File: config.mk
export PLATFORM = sky130hd
export DESIGN_NAME = serdma_ready
export DESIGN_NICKNAME = d
export VERILOG_FILES = /design/src/rtl/serdma_pkg.sv /design/src/rtl/serdma_mode_dec.sv /design/src/rtl/serdma_rx_ready.sv /design/src/rtl/serdma_tx_ready.sv /design/src/rtl/serdma_ready.sv
export SDC_FILE = /design/constraint.sdc
export NUM_CORES = 1
export LEC_CHECK = 0
export BUFFER_PORTS_ARGS = -buffer_cell sky130_fd_sc_hd__buf_2
export CORE_AREA = 5 5 42 44
export DETAILED_ROUTE_END_ITERATION = 12
export DIE_AREA = 0 0 47 49
export REMOVE_ABC_BUFFERS = 1
export SLEW_MARGIN = 0
export SYNTH_ARGS = -nofsm -noshare
export SYNTH_HDL_FRONTEND = slang
export SYNTH_SLANG_ARGS = --single-unit
File: constraint.sdc
create_clock -name clk -period 0.8 [get_ports clk]
set_clock_uncertainty 0.2 [all_clocks]
set_input_delay 0.12 -clock clk [delete_from_list [all_inputs] [get_ports clk]]
set_output_delay 0.12 -clock clk [all_outputs]
set_load 0.01 [all_outputs]
File: src/rtl/serdma_pkg.sv
package serdma_pkg;

  typedef enum logic {
    DMA_SINGLE = 1'b0,
    DMA_BURST  = 1'b1
  } dma_mode_e;

endpackage

File: src/rtl/serdma_mode_dec.sv
module serdma_mode_dec
  import serdma_pkg::*;
(
  input  logic      fifo_on,
  input  logic      burst_sel,
  output dma_mode_e mode
);

  // Character mode forces single-transfer style.
  always_comb begin
    if (fifo_on && burst_sel) begin
      mode = DMA_BURST;
    end else begin
      mode = DMA_SINGLE;
    end
  end

endmodule

File: src/rtl/serdma_rx_ready.sv
module serdma_rx_ready
  import serdma_pkg::*;
#(
  parameter int DEPTH = 16,
  parameter int CNT_W = $clog2(DEPTH + 1),
  parameter int TRIG0 = 1,
  parameter int TRIG1 = 4,
  parameter int TRIG2 = 8,
  parameter int TRIG3 = 14
) (
  input  logic             clk,
  input  logic             rst_n,
  input  dma_mode_e        mode,
  input  logic [1:0]       trig_code,
  input  logic [CNT_W-1:0] rx_level,
  input  logic             rx_tmo,
  output logic             rx_dreq_n
);

  localparam logic [CNT_W-1:0] LVL0 = CNT_W'(TRIG0);
  localparam logic [CNT_W-1:0] LVL1 = CNT_W'(TRIG1);
  localparam logic [CNT_W-1:0] LVL2 = CNT_W'(TRIG2);
  localparam logic [CNT_W-1:0] LVL3 = CNT_W'(TRIG3);

  logic [CNT_W-1:0] trig_lvl;
  logic             rx_empty;
  logic             rx_hit;
  logic             req_d;
  logic             req_q;
  logic             req_en;

  // Threshold decode
  always_comb begin
    unique case (trig_code)
      2'd0:    trig_lvl = LVL0;
      2'd1:    trig_lvl = LVL1;
      2'd2:    trig_lvl = LVL2;
      default: trig_lvl = LVL3;
    endcase
  end

  assign rx_empty = (rx_level == '0);
  assign rx_hit   = (rx_level >= trig_lvl) || rx_tmo;

  // Next state, active-high request inside
  always_comb begin
    req_d = req_q;
    if (mode == DMA_SINGLE) begin
      req_d = !rx_empty;
    end else if (rx_empty) begin
      req_d = 1'b0;
    end else if (rx_hit) begin
      req_d = 1'b1;
    end
  end

  assign req_en = (req_d != req_q);

  always_ff @(posedge clk or negedge rst_n) begin
    if (!rst_n) begin
      req_q <= 1'b0;
    end else if (req_en) begin
      req_q <= req_d;
    end
  end

  assign rx_dreq_n = !req_q;

  assert_rx_single_R3: assert property (@(posedge clk) disable iff (!rst_n)
    (mode == DMA_SINGLE && rx_level != '0) |=> !rx_dreq_n);

  assert_rx_trigger_R6: assert property (@(posedge clk) disable iff (!rst_n)
    (mode == DMA_BURST && rx_level >= trig_lvl) |=> !rx_dreq_n);

  assert_rx_hold_R6: assert property (@(posedge clk) disable iff (!rst_n)
    (mode == DMA_BURST && rx_level != '0 && !rx_dreq_n) |=> !rx_dreq_n);

  assert_rx_timeout_R7: assert property (@(posedge clk) disable iff (!rst_n)
    (mode == DMA_BURST && rx_level != '0 && rx_tmo) |=> !rx_dreq_n);

  assert_rx_empty_R8: assert property (@(posedge clk) disable iff (!rst_n)
    (rx_level == '0) |=> rx_dreq_n);

endmodule

File: src/rtl/serdma_tx_ready.sv
module serdma_tx_ready
  import serdma_pkg::*;
#(
  parameter int DEPTH = 16,
  parameter int CNT_W = $clog2(DEPTH + 1)
) (
  input  logic             clk,
  input  logic             rst_n,
  input  dma_mode_e        mode,
  input  logic [CNT_W-1:0] tx_level,
  output logic             tx_dreq_n
);

  localparam logic [CNT_W-1:0] FULL_LVL = CNT_W'(DEPTH);

  logic tx_empty;
  logic tx_full;
  logic req_d;
  logic req_q;
  logic req_en;

  assign tx_empty = (tx_level == '0);
  assign tx_full  = (tx_level >= FULL_LVL);

  always_comb begin
    req_d = req_q;
    if (mode == DMA_SINGLE) begin
      req_d = tx_empty;
    end else if (tx_empty) begin
      req_d = 1'b1;
    end else if (tx_full) begin
      req_d = 1'b0;
    end
  end

  assign req_en = (req_d != req_q);

  always_ff @(posedge clk or negedge rst_n) begin
    if (!rst_n) begin
      req_q <= 1'b0;
    end else if (req_en) begin
      req_q <= req_d;
    end
  end

  assign tx_dreq_n = !req_q;

  assert_tx_empty_R4: assert property (@(posedge clk) disable iff (!rst_n)
    (tx_level == '0) |=> !tx_dreq_n);

  assert_tx_single_R4: assert property (@(posedge clk) disable iff (!rst_n)
    (mode == DMA_SINGLE && tx_level != '0) |=> tx_dreq_n);

  assert_tx_full_R9: assert property (@(posedge clk) disable iff (!rst_n)
    (mode == DMA_BURST && tx_level >= FULL_LVL) |=> tx_dreq_n);

  assert_tx_hold_R10: assert property (@(posedge clk) disable iff (!rst_n)
    (mode == DMA_BURST && tx_level != '0 && tx_dreq_n) |=> tx_dreq_n);

endmodule

File: src/rtl/serdma_ready.sv
module serdma_ready
  import serdma_pkg::*;
#(
  parameter int DEPTH      = 16,
  parameter int CNT_W      = $clog2(DEPTH + 1),
  parameter int RST_STAGES = 2,
  parameter int TRIG0      = 1,
  parameter int TRIG1      = 4,
  parameter int TRIG2      = 8,
  parameter int TRIG3      = 14
) (
  input  logic             clk,
  input  logic             rst_n,
  input  logic             fifo_on,
  input  logic             burst_sel,
  input  logic [1:0]       trig_code,
  input  logic [CNT_W-1:0] rx_level,
  input  logic [CNT_W-1:0] tx_level,
  input  logic             rx_tmo,
  output logic             rx_dreq_n,
  output logic             tx_dreq_n
);

  logic      rst_q;
  dma_mode_e mode;

  // Reset: asserted at once, released after RST_STAGES edges
  generate
    if (RST_STAGES <= 1) begin : g_sync1
      logic sync_q;
      always_ff @(posedge clk or negedge rst_n) begin
        if (!rst_n) begin
          sync_q <= 1'b0;
        end else begin
          sync_q <= 1'b1;
        end
      end
      assign rst_q = sync_q;
    end else begin : g_syncn
      logic [RST_STAGES-1:0] sync_q;
      always_ff @(posedge clk or negedge rst_n) begin
        if (!rst_n) begin
          sync_q <= '0;
        end else begin
          sync_q <= {sync_q[RST_STAGES-2:0], 1'b1};
        end
      end
      assign rst_q = sync_q[RST_STAGES-1];
    end
  endgenerate

  serdma_mode_dec u_mode (
    .fifo_on   (fifo_on),
    .burst_sel (burst_sel),
    .mode      (mode)
  );

  serdma_rx_ready #(
    .DEPTH (DEPTH),
    .CNT_W (CNT_W),
    .TRIG0 (TRIG0),
    .TRIG1 (TRIG1),
    .TRIG2 (TRIG2),
    .TRIG3 (TRIG3)
  ) u_rx (
    .clk       (clk),
    .rst_n     (rst_q),
    .mode      (mode),
    .trig_code (trig_code),
    .rx_level  (rx_level),
    .rx_tmo    (rx_tmo),
    .rx_dreq_n (rx_dreq_n)
  );

  serdma_tx_ready #(
    .DEPTH (DEPTH),
    .CNT_W (CNT_W)
  ) u_tx (
    .clk       (clk),
    .rst_n     (rst_q),
    .mode      (mode),
    .tx_level  (tx_level),
    .tx_dreq_n (tx_dreq_n)
  );

  assert_reset_idle_R1: assert property (@(posedge clk) disable iff (!rst_n)
    $rose(rst_q) |-> (rx_dreq_n && tx_dreq_n));

endmodule

; ---- Yosys cells after proc, flatten, opt, wreduce, memory -nomap -nowiden
; Index checks and enable logic that the tools add are counted.
[totals]
reg_bits = 4
input_bits = 17
out_inout_bits = 2
word_cells = 25
[op_classes]
magnitude_cmp = 2
eq_ne = 4
mux = 8
reduce_logical = 8
[ops]
columns = cell, n
row1 = $pmux 4 s3, 1
row2 = $logic_not 5->1, 2
row3 = $mux 1, 7
row4 = $ge 5x4->1, 1
row5 = $ge 5x5->1 const B, 1
row6 = $logic_not 1->1, 3
row7 = $eq 2x1->1 const B, 1
row8 = $eq 2x2->1 const B, 1
row9 = $logic_not 2->1, 1
row10 = $ne 1x1->1, 2
row11 = $logic_and 1x1->1, 1
row12 = $logic_or 1x1->1, 1

; ---- Depth between registers and ports, before layout
[logic_depth]
word_depth = 8
depth_mapped = 5
mapped_depth_nobuf = 5

; ---- Cells and area by module
; A second synthesis with hierarchy kept.
[unflattened]
hier_cells = 30
area_unflattened_um2 = 275.3
[modules_own_cells]
columns = mod, n_inst, cells_per_inst, area_per_inst_um2, seq_area_each_um2
row1 = serdma_rx_ready, 1, 21, 170.2, 25.0
row2 = serdma_ready, 1, 3, 53.8, 50.0
row3 = serdma_tx_ready, 1, 5, 45.0, 25.0
row4 = serdma_mode_dec, 1, 1, 6.3, 0.0

; ---- Least setup slack after synthesis
; No wires, ideal clock.
[synth_timing]
kind = reg-to-reg
startpoint = reg u_rx.req_q
endpoint = reg u_rx.req_q
setup_time_ns = 0.129
t_arrival_ns = 1.146
t_required_ns = 0.471
path_slack_ns = -0.676
stages_incl_launch_ff = 4
synth_period_minus_slack_ns = 1.476
path_cell_list = dfrtp_1 > or4_1 > o32ai_1 > a21oi_1
[synth_between]
elab_chain_len = 4
[synth_rtl]
columns = element, line_no
row1 = from (decl), serdma_rx_ready.sv:29  ; logic req_q;
row2 = from (signal assigned), serdma_rx_ready.sv:63  ; req_q <= req_d;
row3 = $mux 1, serdma_rx_ready.sv:52  ; end else if (rx_hit) begin
row4 = $mux 1, serdma_rx_ready.sv:50  ; end else if (rx_empty) begin
row5 = $mux 1, serdma_rx_ready.sv:48  ; if (mode == DMA_SINGLE) begin
row6 = $ne 1x1->1, serdma_rx_ready.sv:57  ; assign req_en = (req_d != req_q);
; Several ways; a longest one is shown, not always the timed one.
; A chain may end at the register's enable or synchronous reset.

; ---- Worst setup path after layout
; Same ends and word-level chain as after synthesis.

==> results.json <==
{
  "place.detailed.hpwl_um": 542,
  "finalHoldViolations": 5,
  "power-per-cell-area_nw_per_um2": 1280,
  "cpPeakStageDelay_ns": 0.43,
  "cp-end-kind": "register",
  "seq_area_frac_synth": 0.396,
  "place_congestion": 0.706,
  "number_of_vias_after_detailed_routing": 280,
  "clock_pin_transition_on_the_worst_setup_and_hold_timing_paths_ns": 0.04,
  "hold_class": "reg -> async",
  "grt_max_degree": 4,
  "total_i_o_pin_count": 19,
  "syn-instance-count": 28,
  "ctsHoldBuffers": 1,
  "fp.coreArea_um2": 1400,
  "clock_net_sink_count": 4,
  "power.sequential.fraction": 0.371,
  "syn_avg_cell_area_um2": 9.03,
  "cp.buffers_inverters": 0,
  "initial_core_utilization": 0.180,
  "critPathArrivalTime_ns": 1.31,
  "maxSlewViolCount": 0,
  "total_wirelength_of_the_detailed_routed_design_um": 656,
  "cts_tree": "done",
  "crit_required_ns": 0.71,
  "clock_power_share": 0.435,
  "final_layout_size_suffix_gt1_frac": 0.538,
  "timing.fmax_mhz": 715,
  "crit_family": "simple AND/OR/NAND/NOR gates",
  "route.detailed.wl_per_inst_um": 9.65,
  "yosys_register_bits": 4,
  "h-tree-depth": 1,
  "setup-violations-final": 4,
  "finish.utilization": 0.321,
  "crit_path_max_fanout": 2,
  "setup_slack_ns": -0.599,
  "floorplan.die.height_um": 49,
  "netlist-cell-type-count": 13,
  "clock_insertion_delay_worst_skew_ns": 0.23,
  "status": "complete, but fails checks",
  "yosys.area.top_type": "dfrtp_1",
  "globalRoute.totalOverflow": 0,
  "finalHoldWorstSlack_ns": -0.181,
  "maxCapViolCount": 0,
  "pre_cts_ws_ns": -0.843,
  "ys_warn_count": 0,
  "violations": "hold timing, setup timing",
  "p_leak_uw": 0.000234,
  "critPathLaunchType": "register",
  "cts_made_buffers": 3,
  "rsz0062_at_grt": "yes",
  "port-buffer-count": 18,
  "die_area_um2": 2300,
  "first_pass_iters": 1,
  "timing.final.crit_period_ns": 1.40,
  "synth.most_common_cell": "inv_1",
  "grt_pass1_vias": 291,
  "post_synth_main_area_contributors": "dfrtp_1, ha_1, inv_1",
  "fin_crit_sh": 1.75,
  "predominant_post_synthesis_flop_cell": "dfrtp_1",
  "dpl-instance-area_um2": 363,
  "internal_power_uw": 439,
  "path_cells": "or4_4 -> o32ai_2 -> a21oi_1",
  "final_cell_count_without_fillers": 68,
  "cts.root.buffer_cell": "clkbuf_4",
  "synth.cell_area_um2": 253,
  "grt_first_pass_wirelength_mm": 1.03,
  "slowest_stage": "or4_4",
  "timing.setup.critical_path_class": "reg -> reg",
  "final_antenna_net_count": 0,
  "grt_use_total": 0.0650,
  "post-route-cell-area_um2": 449,
  "place.detailed.instances": 62,
  "synth_edf_count": 0,
  "dieWidth_um": 47,
  "postSynth.asyncResetShare": 1.00,
  "route.detailed.drc": 0,
  "netlist.area_leader.share": 0.396,
  "switching_power_uw": 136,
  "drt_iter0_markers": 0,
  "antenna_found_initial": 0,
  "area_growth_syn_to_layout_pct": 77.7,
  "pwr-share-comb": 0.193,
  "ctsLongestPathBuffers": 2,
  "power_switching_share": 0.237,
  "vdd.ir_drop.worst_mv": 0.756,
  "drt-vias-per-instance": 4.12,
  "final_nets": 75,
  "synthTopCellsByCount": "inv_1, dfrtp_1, ha_1",
  "rows": 14,
  "n_antenna_cell": 0
}
[layer usage]
layer	global-route usage	up-vias	wire (µm)
li1	-	145	-
met1	0.0533	126	201
met2	0.0973	9	382
met3	0.0701	0	72
met4	0.0276	0	0
met5	0	-	0
[cell families after synthesis]
| logic type | after synthesis | share of synthesized area |
|---|---|---|
| AND/OR/NAND/NOR | 9 | 0.183 |
| AO/OA/AOI/OAI | 5 | 0.134 |
| buffers and inverters | 5 | 0.0743 |
| adder cells (fa/ha/maj) | 4 | 0.198 |
| flip-flops | 4 | 0.396 |
| other | 1 | 0.0148 |
[sequential cells by signal (all words and copies together), names as in the netlist]
| signal | flops |
|---|---|
| u_rx.req_q | 1 |
| g_syncn.sync_q | 2 |
| u_tx.req_q | 1 |
[power groups by stage]
| stage | clock network (µW) | logic [µW] | registers, µW |
|---|---|---|---|
| floorplan | 0 | 36.6 | 216 |
| global placement | 0 | 88.9 | 216 |
| detailed placement | 0 | 92.6 | 216 |
| CTS | 266 | 104 | 214 |
| global route | 296 | 127 | 215 |
| finish | 251 | 111 | 214 |
[worst register-to-register path, stage by stage, from the launching register on]
cell     delay (ns)
dfrtp_1        0.36
or4_4          0.43
o32ai_2        0.22
a21oi_1        0.06
[final cells by class]
class / count / area [µm²]
inverter: 5 / 18.8
clock buffer: 3 / 22.5
tap: 16 / 20.0
timing repair buffer: 21 / 125
sequential: 4 / 100
multi-input combinational: 19 / 163
fill: 159 / 952
[layout by cell type, fill, tap and decap left out, types with 2 or more instances in the layout]
| cell | instances |
|---|---|
| buf_2 | 17 |
| dfrtp_1 | 4 |
| nor2_1 | 2 |
| inv_1 | 4 |
| nand2_1 | 2 |
| buf_6 | 2 |
| clkbuf_4 | 3 |
| ha_1 | 4 |
[path summary, 6_finish.rpt]
check	start	endpoint	slack [ns]	cells past startpoint
min reg2reg	g_syncn.sync_q[1]$_DFF_PN0_	u_tx.req_q$_DFFE_PN0P_	-0.18	0
max reg2reg	u_rx.req_q$_DFFE_PN0P_	u_rx.req_q$_DFFE_PN0P_	-0.60	3
max	u_rx.req_q$_DFFE_PN0P_	u_rx.req_q$_DFFE_PN0P_	-0.60	3
min in group clk	tx_level[4]	u_tx.req_q$_DFFE_PN0P_	-0.16	2
min	g_syncn.sync_q[1]$_DFF_PN0_	u_tx.req_q$_DFFE_PN0P_	-0.18	0
max in group asynchronous	rst_n	g_syncn.sync_q[1]$_DFF_PN0_	0.32	2
[stage by stage]
step / TNS (ns) / power, µW
3_3_place_gp: -0.975 / 305
3_5_place_dp: -1.02 / 309
6_report: -1.46 / 576
2_1_floorplan: -0.742 / 252
4_1_cts: -1.42 / 583
5_1_grt: -1.63 / 637
[what timing repair did]
action / in CTS / in global routing
endpoints found under the hold margin: 5 / 5
pin swaps: 3 / 1
gates cloned: 0 / 0
gates resized for setup: 4 / 3
setup buffers: 1 / 1
setup endpoints to repair: 4 / 4
(Power assumes the default switching activity.)
